### src/rtl/i2ccfg_pkg.sv
package i2ccfg_pkg;
  localparam int BLK_W  = 4;
  localparam int BYTE_W = 8;

  typedef enum logic [2:0] {
    ST_IDLE,
    ST_RX,
    ST_ACK,
    ST_TX,
    ST_MACK
  } bus_st_e;

  // command byte bits 7..6
  typedef enum logic [1:0] {
    OP_END_WR  = 2'b00,
    OP_END_RD  = 2'b01,
    OP_PROT_WR = 2'b10,
    OP_PROT_RD = 2'b11
  } cfg_op_e;

  function automatic logic ctrl_match(input logic [7:0] b, input logic [3:0] code,
                                      input logic [2:0] pins);
    return (b[7:4] == code) && (b[3:1] == pins);
  endfunction

  function automatic logic write_cmd_ok(input logic [7:0] cmd);
    logic ok;
    case (cfg_op_e'(cmd[7:6]))
      OP_PROT_WR: ok = 1'b1;
      OP_END_WR:  ok = (cmd[3:0] == 4'h0);
      default:    ok = 1'b0;
    endcase
    return ok;
  endfunction

  function automatic logic [7:0] reply_byte(input logic prot, input logic second,
                                            input logic [BLK_W-1:0] start,
                                            input logic [BLK_W-1:0] cnt,
                                            input logic [BLK_W-1:0] he);
    logic [BLK_W-1:0] nib;
    if (prot) nib = second ? cnt : start;
    else      nib = he;
    return {4'hF, nib};
  endfunction
endpackage

### src/rtl/i2ccfg_line_sync.sv
module i2ccfg_line_sync #(
  parameter int STAGES = 2
) (
  input  logic clk,
  input  logic rst_n,
  input  logic scl_i,
  input  logic sda_i,
  output logic scl_s,
  output logic sda_s,
  output logic scl_rise,
  output logic scl_fall,
  output logic start_evt,
  output logic stop_evt
);
  logic [STAGES-1:0] scl_pipe, sda_pipe;
  logic scl_q, sda_q;

  generate
    if (STAGES == 1) begin : g_one
      always_ff @(posedge clk or negedge rst_n)
        if (!rst_n) begin
          scl_pipe <= '1;
          sda_pipe <= '1;
        end else begin
          scl_pipe <= scl_i;
          sda_pipe <= sda_i;
        end
    end else begin : g_many
      always_ff @(posedge clk or negedge rst_n)
        if (!rst_n) begin
          scl_pipe <= '1;
          sda_pipe <= '1;
        end else begin
          scl_pipe <= {scl_pipe[STAGES-2:0], scl_i};
          sda_pipe <= {sda_pipe[STAGES-2:0], sda_i};
        end
    end
  endgenerate

  always_ff @(posedge clk or negedge rst_n)
    if (!rst_n) begin
      scl_q <= 1'b1;
      sda_q <= 1'b1;
    end else begin
      scl_q <= scl_pipe[STAGES-1];
      sda_q <= sda_pipe[STAGES-1];
    end

  assign scl_s     = scl_pipe[STAGES-1];
  assign sda_s     = sda_pipe[STAGES-1];
  assign scl_rise  = scl_s & ~scl_q;
  assign scl_fall  = ~scl_s & scl_q;
  assign start_evt = scl_s & scl_q & sda_q & ~sda_s;
  assign stop_evt  = scl_s & scl_q & ~sda_q & sda_s;
endmodule

### src/rtl/i2ccfg_regs.sv
module i2ccfg_regs
  import i2ccfg_pkg::*;
(
  input  logic             clk,
  input  logic             rst_n,
  input  logic             commit,
  input  logic             commit_prot,
  input  logic [BLK_W-1:0] blk_arg,
  input  logic [BLK_W-1:0] cnt_arg,
  output logic [BLK_W-1:0] prot_start,
  output logic [BLK_W-1:0] prot_cnt,
  output logic [BLK_W-1:0] he_blk
);
  always_ff @(posedge clk or negedge rst_n)
    if (!rst_n) begin
      prot_start <= '0;
      prot_cnt   <= '0;
      he_blk     <= '0;
    end else if (commit) begin
      if (commit_prot) begin
        prot_start <= blk_arg;
        prot_cnt   <= cnt_arg;
      end else begin
        he_blk <= blk_arg;
      end
    end
endmodule

### src/rtl/i2c_cfg_engine.sv
module i2c_cfg_engine
  import i2ccfg_pkg::*;
#(
  parameter int         SYNC_STAGES = 2,
  parameter logic [3:0] DEV_CODE    = 4'b1010
) (
  input  logic             clk,
  input  logic             rst_n,
  input  logic             scl_i,
  input  logic             sda_i,
  input  logic [2:0]       addr_sel,
  output logic             sda_oe,
  output logic [BLK_W-1:0] prot_start,
  output logic [BLK_W-1:0] prot_cnt,
  output logic [BLK_W-1:0] he_blk
);
  localparam int CNT_W = $clog2(BYTE_W + 1);
  localparam logic [CNT_W-1:0] BITS_FULL = CNT_W'(BYTE_W);
  localparam logic [CNT_W-1:0] LAST_TX   = CNT_W'(BYTE_W - 1);

  logic scl_s, sda_s, scl_rise, scl_fall, start_evt, stop_evt;

  i2ccfg_line_sync #(.STAGES(SYNC_STAGES)) u_sync (
    .clk(clk), .rst_n(rst_n), .scl_i(scl_i), .sda_i(sda_i),
    .scl_s(scl_s), .sda_s(sda_s), .scl_rise(scl_rise), .scl_fall(scl_fall),
    .start_evt(start_evt), .stop_evt(stop_evt)
  );

  bus_st_e          state;
  logic [CNT_W-1:0] bitcnt;
  logic [7:0]       rx_sr, tx_sr;
  logic [2:0]       byte_idx;
  logic             rd_mode, rd_pending, rd_prot;
  logic             wr_pending, wr_prot, cfg_sel;
  logic [BLK_W-1:0] arg_blk, arg_cnt;
  logic             tx_last, mack_ok, sda_oe_q;

  // named events for the checker
  logic byte_evt, ctrl_ok, byte_ack, go_read, in_idle, tx_active, commit;
  logic [7:0] first_reply, second_reply;

  assign byte_evt  = (state == ST_RX) && scl_fall && (bitcnt == BITS_FULL);
  assign ctrl_ok   = ctrl_match(rx_sr, DEV_CODE, addr_sel);
  assign in_idle   = (state == ST_IDLE);
  assign tx_active = (state == ST_TX);
  assign commit    = stop_evt && wr_pending;
  assign first_reply  = reply_byte(rd_prot, 1'b0, prot_start, prot_cnt, he_blk);
  assign second_reply = reply_byte(rd_prot, 1'b1, prot_start, prot_cnt, he_blk);

  always_comb begin
    byte_ack = 1'b1;
    go_read  = 1'b0;
    if (byte_idx == 3'd0) begin
      if (!ctrl_ok)      byte_ack = 1'b0;
      else if (rx_sr[0]) begin
        byte_ack = rd_pending;
        go_read  = rd_pending;
      end
    end
  end

  always_ff @(posedge clk or negedge rst_n)
    if (!rst_n) begin
      state      <= ST_IDLE;
      bitcnt     <= '0;
      rx_sr      <= '0;
      tx_sr      <= '0;
      byte_idx   <= '0;
      rd_mode    <= 1'b0;
      rd_pending <= 1'b0;
      rd_prot    <= 1'b0;
      wr_pending <= 1'b0;
      wr_prot    <= 1'b0;
      cfg_sel    <= 1'b0;
      arg_blk    <= '0;
      arg_cnt    <= '0;
      tx_last    <= 1'b0;
      mack_ok    <= 1'b0;
      sda_oe_q   <= 1'b0;
    end else if (start_evt) begin
      state      <= ST_RX;
      bitcnt     <= '0;
      byte_idx   <= '0;
      rd_mode    <= 1'b0;
      wr_pending <= 1'b0;
      sda_oe_q   <= 1'b0;
    end else if (stop_evt) begin
      state      <= ST_IDLE;
      bitcnt     <= '0;
      byte_idx   <= '0;
      rd_mode    <= 1'b0;
      rd_pending <= 1'b0;
      wr_pending <= 1'b0;
      sda_oe_q   <= 1'b0;
    end else begin
      unique case (state)
        ST_IDLE: ;
        ST_RX: begin
          if (scl_rise && bitcnt != BITS_FULL) begin
            rx_sr  <= {rx_sr[6:0], sda_s};
            bitcnt <= bitcnt + 1'b1;
          end
          if (byte_evt) begin
            if (byte_idx != 3'd7) byte_idx <= byte_idx + 1'b1;
            unique case (byte_idx)
              3'd0: if (go_read) rd_mode <= 1'b1;
              3'd1: begin
                cfg_sel <= rx_sr[7];
                arg_blk <= rx_sr[4:1];
              end
              3'd3: if (cfg_sel) begin
                if (rx_sr[6] && rx_sr[7] || rx_sr[6] && !rx_sr[7]) begin
                  rd_pending <= 1'b1;
                  rd_prot    <= rx_sr[7];
                end else if (write_cmd_ok(rx_sr)) begin
                  wr_pending <= 1'b1;
                  wr_prot    <= rx_sr[7];
                  arg_cnt    <= rx_sr[3:0];
                end
              end
              default: ;
            endcase
            if (byte_ack) begin
              state    <= ST_ACK;
              sda_oe_q <= 1'b1;
            end else begin
              state <= ST_IDLE;
            end
          end
        end
        ST_ACK: if (scl_fall) begin
          bitcnt <= '0;
          if (rd_mode) begin
            state    <= ST_TX;
            tx_sr    <= first_reply;
            sda_oe_q <= ~first_reply[7];
            tx_last  <= ~rd_prot;
          end else begin
            state    <= ST_RX;
            sda_oe_q <= 1'b0;
          end
        end
        ST_TX: if (scl_fall) begin
          if (bitcnt == LAST_TX) begin
            state    <= ST_MACK;
            sda_oe_q <= 1'b0;
          end else begin
            bitcnt   <= bitcnt + 1'b1;
            tx_sr    <= {tx_sr[6:0], 1'b1};
            sda_oe_q <= ~tx_sr[6];
          end
        end
        ST_MACK: begin
          if (scl_rise) mack_ok <= ~sda_s;
          if (scl_fall) begin
            bitcnt <= '0;
            if (mack_ok && !tx_last) begin
              state    <= ST_TX;
              tx_sr    <= second_reply;
              sda_oe_q <= ~second_reply[7];
              tx_last  <= 1'b1;
            end else begin
              state <= ST_IDLE;
            end
          end
        end
        default: state <= ST_IDLE;
      endcase
    end

  assign sda_oe = sda_oe_q;

  i2ccfg_regs u_regs (
    .clk(clk), .rst_n(rst_n), .commit(commit), .commit_prot(wr_prot),
    .blk_arg(arg_blk), .cnt_arg(arg_cnt),
    .prot_start(prot_start), .prot_cnt(prot_cnt), .he_blk(he_blk)
  );
endmodule

### config.mk
export PLATFORM = sky130hd
export DESIGN_NAME = i2c_cfg_engine
export DESIGN_NICKNAME = d
export VERILOG_FILES = /design/src/rtl/i2ccfg_pkg.sv /design/src/rtl/i2ccfg_line_sync.sv /design/src/rtl/i2ccfg_regs.sv /design/src/rtl/i2c_cfg_engine.sv
export SDC_FILE = /design/constraint.sdc
export NUM_CORES = 1
export LEC_CHECK = 0
export ABC_AREA = 1
export CORE_MARGIN = 4
export CORE_UTILIZATION = 45
export CTS_CLUSTER_DIAMETER = 120
export CTS_CLUSTER_SIZE = 24
export DETAILED_ROUTE_END_ITERATION = 10
export PLACE_DENSITY = 0.66
export SETUP_SLACK_MARGIN = 0.3
export SLEW_MARGIN = 30
export SYNTH_ARGS = -nofsm -noshare
export SYNTH_HDL_FRONTEND = slang
export SYNTH_HIERARCHICAL = 1
export SYNTH_SLANG_ARGS = --single-unit
### constraint.sdc
create_clock -name clk -period 2.23 [get_ports clk]
set_input_delay 0.3345 -clock clk [delete_from_list [all_inputs] [get_ports clk]]
set_output_delay 0.3345 -clock clk [all_outputs]
set_load 0.03 [all_outputs]
# Word level (Yosys, flattened, before mapping)
# Cells that the tools add are included.
# W data, S select, Z words.
dict set report totals {
  ff_bits 60
  inputBits 7
  output_inout_bits 13
}
dict set report op_classes {
  eq_ne 31
  addsub 2
  n_reduce_logical 49
  bitwise 17
  n_mux 81
}
# cell n
set op_table {}
lappend op_table {{$mux W1} 46}
lappend op_table {{$mux W7} 6}
lappend op_table {{$mux W3} 12}
lappend op_table {{$mux W4} 8}
lappend op_table {{$ne A4 B4 Y1 const B} 8}
lappend op_table {{$reduce_bool A3 Y1} 9}
lappend op_table {{$pmux W7 S3} 1}
lappend op_table {{$reduce_and A7 Y1} 3}
lappend op_table {{$reduce_and A6 Y1} 3}
lappend op_table {{$pmux W3 S5} 1}
lappend op_table {{$ne A2 B2 Y1 const B} 6}
lappend op_table {{$pmux W4 S3} 1}
lappend op_table {{$reduce_and A4 Y1} 3}
lappend op_table {{$reduce_bool A2 Y1} 6}
lappend op_table {{$not A1 Y1} 10}
lappend op_table {{$reduce_and A5 Y1} 2}
lappend op_table {{$eq A3 B2 Y1 const B} 3}
lappend op_table {{$ne A3 B3 Y1 const B} 3}
lappend op_table {{$reduce_and A9 Y1} 1}
lappend op_table {{$eq A4 B4 Y1 const B} 2}
lappend op_table {{$logic_and A1 B1 Y1} 8}
lappend op_table {{$ne A4 B3 Y1 const B} 2}
lappend op_table {{$reduce_and A8 Y1} 1}
lappend op_table {{$and A1 B1 Y1} 7}
lappend op_table {{other kinds (21)} 28}

# Logic depth before layout (Yosys ltp)
# Gate-level depths: netlist of run 1.
dict set report depth {
  depth_word 18
  depth_mapped 12
}

# Hierarchy
# Netlist of run 1, hierarchy kept.
# module cells_each n_inst area_per_inst_um2 seq_area_each_um2
set by_module_without_submodules {}
lappend by_module_without_submodules {i2c_cfg_engine 295 1 2311.0 1051.0}
lappend by_module_without_submodules {i2ccfg_regs 53 1 480.5 300.3}
lappend by_module_without_submodules {i2ccfg_line_sync 17 1 198.9 157.7}

# Worst setup path before layout of run 1
# No wires, ideal clock.
dict set report synth_timing {
  path_type {flip-flop to flip-flop}
  from {reg u_sync.scl_pipe[1]}
  to {reg rx_sr[1]}
  setup_slack_ns 0.464
  period_less_slack_ns 1.766
  arrival_ns 1.634
  stages_incl_launch_ff 9
  t_required_ns 2.098
  cell_sequence {dfstp_2 -> nand2_1 -> nor2_1 -> nor2_2 -> inv_1 -> nor2_1 -> nand3_1 -> clkbuf_1 -> o21ai_0}
}
dict set report synth_between {
  elab_chain_cells 5
  word_cells_on_any_way 10
}
# element line
set synth_lines {}
lappend synth_lines {{from (decl)} i2ccfg_line_sync.sv:15} ;# logic [STAGES-1:0] scl_pipe, sda_pipe;
lappend synth_lines {{from (signal assigned)} i2ccfg_line_sync.sv:34} ;# scl_pipe <= {scl_pipe[STAGES-2:0], scl_i};
lappend synth_lines {{$and A1 B1 Y1 (3 in series)} i2ccfg_line_sync.sv:54} ;# assign stop_evt = scl_s & scl_q & ~sda_q & sda_s;
lappend synth_lines {{via stop_evt} i2c_cfg_engine.sv:21} ;# logic scl_s, sda_s, scl_rise, scl_fall, start_evt, stop_evt;
lappend synth_lines {{$not A1 Y1 (no line)} --}
lappend synth_lines {{$reduce_and A4 Y1 (no line)} --}
lappend synth_lines {{to (signal assigned)} i2c_cfg_engine.sv:100} ;# rx_sr <= {rx_sr[6:0], sda_s};
lappend synth_lines {{to (decl)} i2c_cfg_engine.sv:31} ;# logic [7:0] rx_sr, tx_sr;
# The timed path passes the listed nets, and every way through them passes these cells.
# A chain may end at the register's enable or synchronous reset.

# Worst setup path in the final report of run 1
dict set report layout_timing {
  from {reg u_sync.scl_q}
  to {reg tx_sr[6]}
}
dict set report layout_between {
  word_cells_on_any_way 12
}
# element line
set layout_lines {}
lappend layout_lines {{from (decl)} i2ccfg_line_sync.sv:16} ;# logic scl_q, sda_q;
lappend layout_lines {{from (signal assigned)} i2ccfg_line_sync.sv:45} ;# scl_q <= scl_pipe[STAGES-1];
lappend layout_lines {{$and A1 B1 Y1 (*)} i2ccfg_line_sync.sv:52} ;# assign scl_fall = ~scl_s & scl_q;
lappend layout_lines {{via scl_fall} i2c_cfg_engine.sv:21}
lappend layout_lines {{$ne A2 B2 Y1 (no line)} --}
lappend layout_lines {{$reduce_and A9 Y1 (no line) (*)} --}
lappend layout_lines {{to (signal assigned)} i2c_cfg_engine.sv:135} ;# tx_sr <= first_reply;
lappend layout_lines {{to (signal assigned)} i2c_cfg_engine.sv:149} ;# tx_sr <= {tx_sr[6:0], 1'b1};
lappend layout_lines {{to (signal assigned)} i2c_cfg_engine.sv:159} ;# tx_sr <= second_reply;
lappend layout_lines {{to (decl)} i2c_cfg_engine.sv:31}
# Mark *: on every way through the listed nets, which the timed path passes. The rest lies on a longest branch.

==> results of run 1 <==
stage by stage:
stage	instances	util, %	total power, W	cell area (um^2)
final	475	54.9	0.00283	3510
after global routing	475	54.9	0.00302	3510
after CTS	473	54.2	0.00285	3460
after detailed placement	457	50.9	0.00186	3250
after global placement	457	50.9	0.00185	3250
after floorplan	365	-	0.00169	2990
report_power, final:
group	switching, W	internal (W)
clock network	0.000462	0.000523
logic	0.000333	0.000182
registers	0.000106	0.00123
worst max-delay path, cell delays in order, from the launching register on:
cell     delay (ns)
dfstp_2        0.55
inv_1          0.04
nor2_1         0.12
inv_1          0.13
nor2_1         0.12
nor2_1         0.07
nor3b_2        0.24
nand3_4        0.23
nand2_1        0.13
o21ai_2        0.05
routing by layer:
layer / GRT usage (%) / vias up
met2: 25.5 / 39
met4: 9.20 / 0
met5: 0 / -
met1: 24.8 / 1123
met3: 4.15 / 15
li1: - / 1239
cell usage in the layout (no fill, tap or decap), types with 3 or more instances in the layout:
master,Yosys,final
nand4_1,3,3
a21oi_1,14,14
dfrtp_1,54,54
nand2_1,104,104
nand3_4,0,3
ha_1,7,7
o21ai_0,25,25
o21ai_1,6,6
inv_2,3,3
clkdlybuf4s50_1,0,18
nand3_2,4,3
nor2_2,4,5
clkbuf_8,0,9
dfstp_2,6,6
nand3_1,29,27
nand2_2,4,4
a211oi_1,3,3
inv_1,40,39
buf_4,1,5
o21ai_2,7,7
nor2_1,30,29
registers in the layout (all words and copies together), names as in the netlist, 2 cells and up:
signal,count
rx_sr,8
tx_sr,7
u_sync/sda_pipe,2
u_sync/scl_pipe,2
u_regs/he_blk,4
u_regs/prot_start,4
byte_idx,3
u_regs/prot_cnt,4
bitcnt,4
state,3
arg_blk,4
arg_cnt,4
logic make-up after synthesis:
| family | share of synthesized area [%] |
|---|---|
| fa+ha+maj | 2.93 |
| simple gates | 27.3 |
| xor+xnor | 0.586 |
| flops | 50.5 |
| compound gates | 11.8 |
| buf+inv | 6.90 |
worst paths after layout:
check / cells after the start / start / slack, ns / to
min in group clk: 0 / u_sync/scl_pipe[0] / 0.36 / u_sync/scl_pipe[1]
setup / recovery: 9 / u_sync/scl_q / 0.42 / tx_sr[6]
hold / removal: 1 / rst_n / -0.01 / byte_idx[1]
setup reg to reg: 9 / u_sync/scl_q / 0.42 / tx_sr[6]
hold reg to reg: 0 / u_sync/scl_pipe[0] / 0.36 / u_sync/scl_pipe[1]
max in group asynchronous: 2 / rst_n / 1.54 / tx_sr[5]
timing repair:
action,CTS,global route
pin swaps,0,2
setup endpoints to repair,9,39
resized for setup,2,6
cloned,0,0
setup buffers,0,2
layout make-up:
cell class,instances,share of cell area (%)
inverter,43,4.71
timing repair buffer,24,6.35
sequential,60,43.0
clock buffer,9,3.53
clock inverter,7,2.14
multi-input combinational,255,37.5
tap,77,2.75
==> out/qor.yml, run 1 <==
rsz0062_at_grt: "true"
ant_nets: 0
initial_utilization_pct: 46.8
post-place-ws_ns: 0.267
top_layer: "met4"
worstMarginPinSlew_ns: 0.576
leakage_nw: 1.72
layout-drive-gt1-share_pct: 14.6
seqCellArea_um2: 1510
place_congestion: 0.914
cp_data_required_time_ns: 2.46
whs_ns: -0.0106
violations: "hold timing"
clock_latency_ns: 0.34
syn-cell-area_um2: 2990
maxSlewViolCount: 0
cp-end-kind: "register"
syn_avg_cell_area_um2: 8.19
setup_viol: 0
cts_sinks: 60
io_pins: 20
row_count: 29
wl_met3_um: 204
area_growth_pct: 17.3
vdd_ir_drop_max_mv: 0.414
critical_path.startpoint_type: "register"
die_y_um: 89.5
num_antenna_cells: 0
synth_cell_types: 30
placement.io_buffers: 19
vias_per_cell: 5.09
multi_input_comb_area_um2: 1320
synth_edf_count: 0
synth.most_common_cell: "nand2_1"
fillers: 612
worstPathMaxFanout: 14
outcome: "complete, but fails checks"
cp.arrival_ns: 2.03
seq_area_frac_synth_pct: 50.5
cellPowerDensity_nw_per_um2: 807
grt_pass1_vias: 2292
yosys.area.top_type: "dfrtp_1"
max_cap_viol_count: 0
dr.pass1.iters: 4
grtUsageTotal_pct: 17.7
synthesis.nets: 379
wl_met1_mm: 3.10
relSlewSlack_pct: 61.6
crit_type: "register to register"
wl_per_cell_um: 13.3
antenna_found_initial: 0
clockRootBuffer: "clkbuf_8"
postSynth.asyncResetShare_pct: 100
setup_ws_ns: 0.424
ctsHoldBuffers: 0
post-route-period-util_pct: 81.0
cts_tree: "yes"
yosys-top-cells-area: "dfrtp_1 45%, nand2_1 13%, dfstp_2 5.3%"
grt_max_degree: 28
cts_buffers: 9
core_area_um2: 6390
synth_top_area_share_pct: 45.2
fin_worst_skew_ns: 0.0114
min_path_type: "input pin to async pin"
fp.dieW_um: 89.5
finalWirelength_mm: 6.32
htreeDepth: 3
num-nets-final: 407
yosys_register_bits: 60
via_count: 2416
min_period_ns: 1.81
syn_inst: 365
hold_viol_final: 21
die_area_um2: 8010
route.met2.wl_mm: 2.87
clkTransAtPathRegs_ns: 0.07
max_freq_ghz: 0.554
hpwl_mm: 4.64
synth_common_cells: "104 x nand2_1, 54 x dfrtp_1, 40 x inv_1"
grt-ovfl-total: 0
ys_warn_count: 6
setup_tns_ns: 0
dr.first_iter.drc_count: 106
synthFlopType: "dfrtp_1"
cts_buffer_depth: 2
grt_pass1_wl_mm: 10.7
drc: 0
No activity file was read; power rests on OpenSTA's default activity.
==> inputs of run 2 (changes only) <==
==> constraint.sdc (replaced) <==
create_clock -name clk -period 1.76 [get_ports clk]
set_input_delay 0.264 -clock clk [delete_from_list [all_inputs] [get_ports clk]]
set_output_delay 0.264 -clock clk [all_outputs]
set_load 0.03 [all_outputs]
==> run 2 against run 1 <==
Effect of this change: the run now ends clean; first-iteration DRC count grew to 2.6 times the previous value; combinational power grew 94%; cell area grew 24%; global-route usage grew 3.2 points; die area is the same; clock skew shrank 0.0016 ns; non-clock buffer count grew 44; critical endpoint is now rx_sr[6].
==> out/qor.yml, run 2 (same netlist as run 1, synthesis figures left out) <==
path_buf_inv: 2  # unchanged
power.total_w: 0.00400  # +41%
num_antenna_cells: 0  # unchanged
cellPowerDensity_nw_per_um2: 916  # +13%
cp-end-kind: "register"
clock_latency_ns: 0.35  # about the same
cts_buffer_depth: 2  # unchanged
relSlewSlack_pct: 59.6  # -2.0 points
reg2reg_depth: 9  # unchanged
setup_viol: 0  # unchanged
row_count: 29  # unchanged
vdd_ir_drop_max_mv: 0.642  # +55%
endpoint: "rx_sr[6]"
core_area_um2: 6390  # unchanged
fillers: 482  # -21%
critical_path.most_common_cell: "nor2_4"
crit_chain: "inv_2 -> nand2_2 -> nor2_4 -> nor2_4 -> clkinv_4 -> nor2_4 -> nand3_4 -> nor2_1 -> a21oi_2"
antenna_found_initial: 0  # unchanged
vias_per_cell: 5.38  # +5.8%
setup_tns_ns: 0  # unchanged
leakage_nw: 2.07  # +20%
regToRegSetupSlack_ns: 0.03  # -0.39 ns
instances_no_fill: 521  # +9.7%
min_path_type: "input pin to register"
cp.arrival_ns: 1.96  # -0.07 ns
final_common_cell: "nand2_1"
largest_reg_flops: 8  # unchanged
place.detailed.instances: 463  # +1.3%
worstMarginPinSlew_ns: 0.607  # +0.0307 ns
hpwl_mm: 4.77  # +2.8%
initial_utilization_pct: 46.8  # unchanged
cts_tree: "yes"
placement.io_buffers: 19  # unchanged
cts_buffers: 9  # unchanged
top_register: "rx_sr"
wl_per_cell_um: 16.6  # +25%
cpPeakStageDelay_ns: 0.58  # +0.03 ns
drc: 0  # unchanged
dr.first_iter.drc_count: 277  # +160%
place_congestion: 0.855  # -6.5%
r2r-start: "u_sync/sda_pipe[1]"
clockRootBuffer: "clkbuf_8"
critPathTopFamily: "simple AND/OR/NAND/NOR gates"
grt_max_degree: 46  # +64%
critical_path.startpoint_type: "register"
grt_pass1_wl_mm: 12.7  # +19%
post-route-period-util_pct: 98.1  # +17 points
die_area_um2: 8010  # unchanged
hold_viol_final: 0  # -100%
max_cap_viol_count: 0  # unchanged
ant_nets: 0  # unchanged
crit_type: "register to register"
reg_top3: "rx_sr: 8 flops, tx_sr: 7 flops"
clkTransAtPathRegs_ns: 0.07  # about the same
grt_pass1_vias: 2601  # +13%
die_y_um: 89.5  # unchanged
fin_util_pct: 68.4  # +13 points
io_pins: 20  # unchanged
min_period_ns: 1.73  # -0.0790 ns
whs_ns: 0.316  # +0.326 ns
via_count: 2803  # +16%
cts_sinks: 60  # unchanged
crit_slowest_cell: "dfstp_2"
maxSlewViolCount: 0  # unchanged
dr.pass1.iters: 4  # unchanged
fp.dieW_um: 89.5  # unchanged
crit_cells: 9  # unchanged
r2r_end: "rx_sr[6]"
grt-ovfl-total: 0  # unchanged
fin_worst_skew_ns: 0.00975  # -0.00163 ns
layout-drive-gt1-share_pct: 43.0  # +28 points
num-nets-final: 453  # +11%
hp-start: "sda_i"
outcome: "complete, no violations"
final_cell_mix: "70 x nand2_1, 51 x dfrtp_1, 33 x nand2_2"
rsz0062_at_grt: "true"
crit_start: "u_sync/sda_pipe[1]"
max_freq_ghz: 0.579  # +4.6%
cp_data_required_time_ns: 1.99  # -0.47 ns
worstPathMaxFanout: 8  # -6
finalWirelength_mm: 8.67  # +37%
htreeDepth: 3  # unchanged
grtUsageTotal_pct: 20.9  # +3.2 points
area_growth_pct: 46.0
[run 2: cell types whose count changed in the layout (fill, tap and decap cells not counted), moves of 17 or more]
cell     before  now
buf_4         5   25
buf_6         0   19
nand2_1     104   70
nand2_2       4   33
o21ai_0      25    2
o21ai_1       6   23
[run 2: timing repair]
item | in CTS | in global routing
hold buffers | 1 | 0
endpoints found under the setup margin | 66 | 55
buffers inserted | 27 | 11
cloned | 2 | 1
gates resized for setup | 71 | 87
hold endpoints to repair | 9 | 0
pin swaps | 16 | 33
[run 2: layout make-up]
type / count / area [um^2] / area share (%)
clock buffers: 9 / 124 / 2.84
inverters: 43 / 171 / 3.93
flip-flops and latches: 60 / 1510 / 34.7
multi-input cells: 257 / 1740 / 39.9
well taps: 77 / 96.3 / 2.21
clock inverters: 7 / 76.3 / 1.75
repair buffers: 68 / 643 / 14.7
[run 2: how the worst min path moves through the flow]
stage / to / depth (start not counted)
floorplan: arg_blk[0] / 0
global placement: sda_oe / 1
detailed placement: sda_oe / 1
CTS: u_sync/sda_pipe[0] / 1
global route: u_sync/sda_pipe[0] / 1
finish: u_sync/sda_pipe[0] / 1
[run 2: power by group]
part	leakage (nW)	switching [W]	internal (W)
Sequential	0.796	0.000167	0.00155
Clock	0.0958	0.000620	0.000660
Combinational	1.18	0.000590	0.000407
[run 2: layer usage]
| metal | share of wire, % | track usage (%) | vias up |
|---|---|---|---|
| li1 | - | - | 1339 |
| met1 | 41 | 28.2 | 1372 |
| met2 | 52 | 33.8 | 63 |
| met3 | 4.2 | 3.04 | 29 |
| met4 | 2.9 | 8.39 | 0 |
| met5 | 0 | 0 | - |
[run 2: worst register-to-register path, stage by stage, from the launching register on]
cell and delay [ns]:
dfstp_2 0.58, inv_2 0.05, nand2_2 0.08, nor2_4 0.05, nor2_4 0.13, clkinv_4 0.12, nor2_4 0.22, nand3_4 0.18
nor2_1 0.15, a21oi_2 0.04
[run 2: metrics by stage]
step	area, um^2	setup WS [ns]
final	4370	0.0326
after global routing	4370	-0.0677
after CTS	3990	0.107
after detailed placement	3390	0.00509
after global placement	3390	0.0364
after floorplan	3090	0.210
==> inputs of run 3 (changes only) <==
--- a/config.mk
+++ b/config.mk
@@ -5,13 +5,12 @@
 export SDC_FILE = /design/constraint.sdc
 export NUM_CORES = 1
 export LEC_CHECK = 0
-export ABC_AREA = 1
 export CORE_MARGIN = 4
 export CORE_UTILIZATION = 45
 export CTS_CLUSTER_DIAMETER = 120
 export CTS_CLUSTER_SIZE = 24
 export DETAILED_ROUTE_END_ITERATION = 10
-export PLACE_DENSITY = 0.66
+export PLACE_DENSITY = 0.65
 export SETUP_SLACK_MARGIN = 0.3
 export SLEW_MARGIN = 30
 export SYNTH_ARGS = -nofsm -noshare
==> run 3 against run 2 <==
Effect of this change: the flow now finishes with violations (setup timing); cell count fell by 16%; global-route usage fell by 1.4 points; first-iteration DRC count decreased by 55%; largest power group unchanged; worst setup slack got worse by 0.19 ns; non-clock buffer count rose by 14; count of clock-buffer cells in the layout is the same; cell area grew 0.83%; combinational power decreased by 7.6%; clock power up 10%.
==> out/qor.yml, run 3 <==
area_growth_pct: 42.5
cts_buffers: 9  # unchanged
finalWirelength_mm: 7.69  # -11%
synth_compound_area_share_pct: 11.1  # -0.74 points
place_congestion: 0.817  # -4.5%
crit_chain: "and4b_2 -> nor2_4 -> nand4_1 -> nand3b_1 -> mux2_2"
io_pins: 20  # unchanged
syn_inst: 271  # -26%
crit_slowest_cell: "dfstp_2"
wl_per_cell_um: 17.6  # +5.9%
post-place-ws_ns: -0.122  # -0.127 ns
r2r-start: "u_sync/sda_pipe[1]"
row_count: 29  # unchanged
yosys-top-cells-area: "dfrtp_1 44%, mux2_2 13%, dfstp_2 5.1%"
num-nets-final: 368  # -19%
clockRootBuffer: "clkbuf_8"
fp.dieW_um: 90.9  # +1.5%
worstPathMaxFanout: 5  # -3
drc: 0  # unchanged
grt_pass1_vias: 2448  # -5.9%
fin_worst_skew_ns: 0.0128  # +0.00305 ns
hpwl_mm: 5.03  # +5.4%
dr.pass1.iters: 4  # unchanged
synth_fa_ha_area_share_pct: 2.84  # -0.094 points
dr.first_iter.drc_count: 126  # -55%
yosys_register_bits: 60  # unchanged
relSlewSlack_pct: 72.8  # +13 points
clock_latency_ns: 0.35  # about the same
final_common_cell: "dfrtp_1"
hold_viol_final: 0  # unchanged
postSynth.asyncResetShare_pct: 100  # unchanged
rsz0062_at_grt: "true"
leakage_nw: 2.06  # -0.55%
vias_per_cell: 5.55  # +3.2%
die_area_um2: 8250  # +3.0%
synth_cell_types: 52  # +73%
crit_start: "u_sync/sda_pipe[1]"
cp_data_required_time_ns: 1.99  # about the same
setup_viol: 39  # +39
cts_tree: "yes"
maxSlewViolCount: 0  # unchanged
cp.arrival_ns: 2.14  # +0.18 ns
antenna_found_initial: 0  # unchanged
via_count: 2420  # -14%
fillers: 496  # +2.9%
violations: "setup timing"
max_cap_viol_count: 0  # unchanged
num_antenna_cells: 0  # unchanged
r2r_end: "cfg_sel"
grt_pass1_wl_mm: 12.6  # -0.49%
synth_common_cells: "54 x dfrtp_1, 36 x mux2_2, 28 x nand2_1"
cp-end-kind: "register"
outcome: "complete, but fails checks"
grt-ovfl-total: 0  # unchanged
synth_simple_gate_area_share_pct: 18.0  # -9.3 points
worstMarginPinSlew_ns: 0.403  # -0.204 ns
max_freq_ghz: 0.522  # -9.9%
synthFlopType: "dfrtp_1"
synth.most_common_cell: "dfrtp_1"
syn_avg_cell_area_um2: 11.4  # +39%
cpPeakStageDelay_ns: 0.55  # -0.03 ns
regToRegSetupSlack_ns: -0.16  # -0.19 ns
top_register: "rx_sr"
grtUsageTotal_pct: 19.5  # -1.4 points
endpoint: "cfg_sel"
synth_top_family_by_area: "simple AND/OR/NAND/NOR gates"
seq_area_frac_synth_pct: 48.8  # -1.6 points
reg_top3: "rx_sr: 8 flops, tx_sr: 7 flops"
largest_reg_flops: 8  # unchanged
synth_edf_count: 0  # unchanged
post-route-period-util_pct: 109  # +11 points
final_cell_mix: "52 x dfrtp_1, 43 x buf_4, 27 x mux2_4"
yosys.area.top_type: "dfrtp_1"
synth_xor_area_share_pct: 1.42  # +0.83 points
cellPowerDensity_nw_per_um2: 909  # -0.81%
placement.io_buffers: 19  # unchanged
vdd_ir_drop_max_mv: 0.827  # +29%
synthesis.nets: 285  # -25%
min_path_type: "input pin to register"
power.total_w: 0.00400  # about the same
crit_type: "register to register"
synthMuxAreaShare_pct: 14.7  # +15 points
die_y_um: 90.9  # +1.5%
ant_nets: 0  # unchanged
syn-cell-area_um2: 3090  # +3.3%
synth_top_area_share_pct: 43.7  # -1.4 points
critical_path.startpoint_type: "register"
initial_utilization_pct: 47.6  # +0.74 points
ys_warn_count: 6  # unchanged
grt_max_degree: 61  # +33%
cts_buffer_depth: 2  # unchanged
htreeDepth: 3  # unchanged
min_period_ns: 1.92  # +0.190 ns
reg2reg_depth: 5  # -4
core_area_um2: 6490  # +1.7%
cts_sinks: 60  # unchanged
setup_ws_ns: -0.157  # -0.190 ns
layout-drive-gt1-share_pct: 47.4  # +4.3 points
clkTransAtPathRegs_ns: 0.07  # about the same
[run 3: changes by cell type after synthesis, sizes merged, moves of 4 or more]
cell / change
nand3b: +5
mux2i: +5
mux2: +36
clkbuf: +4
o211ai: +5
nor2b: +7
nand2b: +5
o21ai: -34
nor2: -20
a32o: +4
nand2: -80
inv: -30
nand3: -30
[run 3: what timing repair did]
item	4_1_cts	5_1_grt
hold buffers	1	0
resized for setup	72	22
setup buffers	9	6
pin swaps	17	10
setup endpoints to repair	66	58
hold endpoints to repair	54	0
[run 3: final cells by class]
type                    count  area [um^2]  share of cell area (%)
multi-input cells         188         1780                    40.5
flip-flops and latches     60         1510                    34.3
repair buffers             82          738                    16.8
clock buffers               9          124                    2.81
clock inverters             7         98.8                    2.25
well taps                  77         96.3                    2.19
inverters                  13         48.8                    1.11
[run 3: how the worst min path moves through the flow]
stage                          to   from  cells after the start  slack [ns]
6_report       u_sync/scl_pipe[0]  scl_i                      1        0.33
5_1_grt        u_sync/sda_pipe[0]  sda_i                      1        0.32
4_1_cts        u_sync/scl_pipe[0]  scl_i                      1        0.32
3_5_place_dp            bitcnt[3]  rst_n                      2        0.30
3_3_place_gp             state[1]  rst_n                      2        0.30
2_1_floorplan          arg_blk[0]  rst_n                      0       -0.03
[run 3: cells by family after synthesis]
kind of cell,Yosys count
XOR/XNOR,5
multiplexers,41
adder cells (fa/ha/maj),7
flip-flops,60
AND/OR/NAND/NOR,91
AO/OA/AOI/OAI,44
buffers and inverters,23
[run 3: layer usage]
metal	vias to the layer above	track usage, %	wire length [um]
li1	1149	-	-
met3	18	3.83	281
met4	0	7.54	189
met5	-	0	0
met2	50	30.4	3700
met1	1203	26.8	3510
[run 3: per-stage QoR]
step	instances	util, %	area [um^2]	setup TNS, ns	hold slack [ns]
after global placement	404	57.8	3750	-1.44	0.297
after detailed placement	404	57.8	3750	-1.89	0.296
after CTS	430	65.9	4280	-2.05	0.316
final	436	67.8	4400	-3.44	0.326
after global routing	436	67.8	4400	-6.82	0.325
after floorplan	271	-	3160	-1.15	-0.0316
[run 3: power breakdown]
group          internal, W  switching [W]  total [W]
Combinational     0.000497       0.000424   0.000921
Sequential         0.00153       0.000131    0.00167
Clock             0.000804       0.000609    0.00141
[run 3: critical path: cells and delay by family, from the launching register on]
family           cells  cell delay, ns
and+or+nand+nor      4            0.91
muxes                1            0.35
DFF                  1            0.55
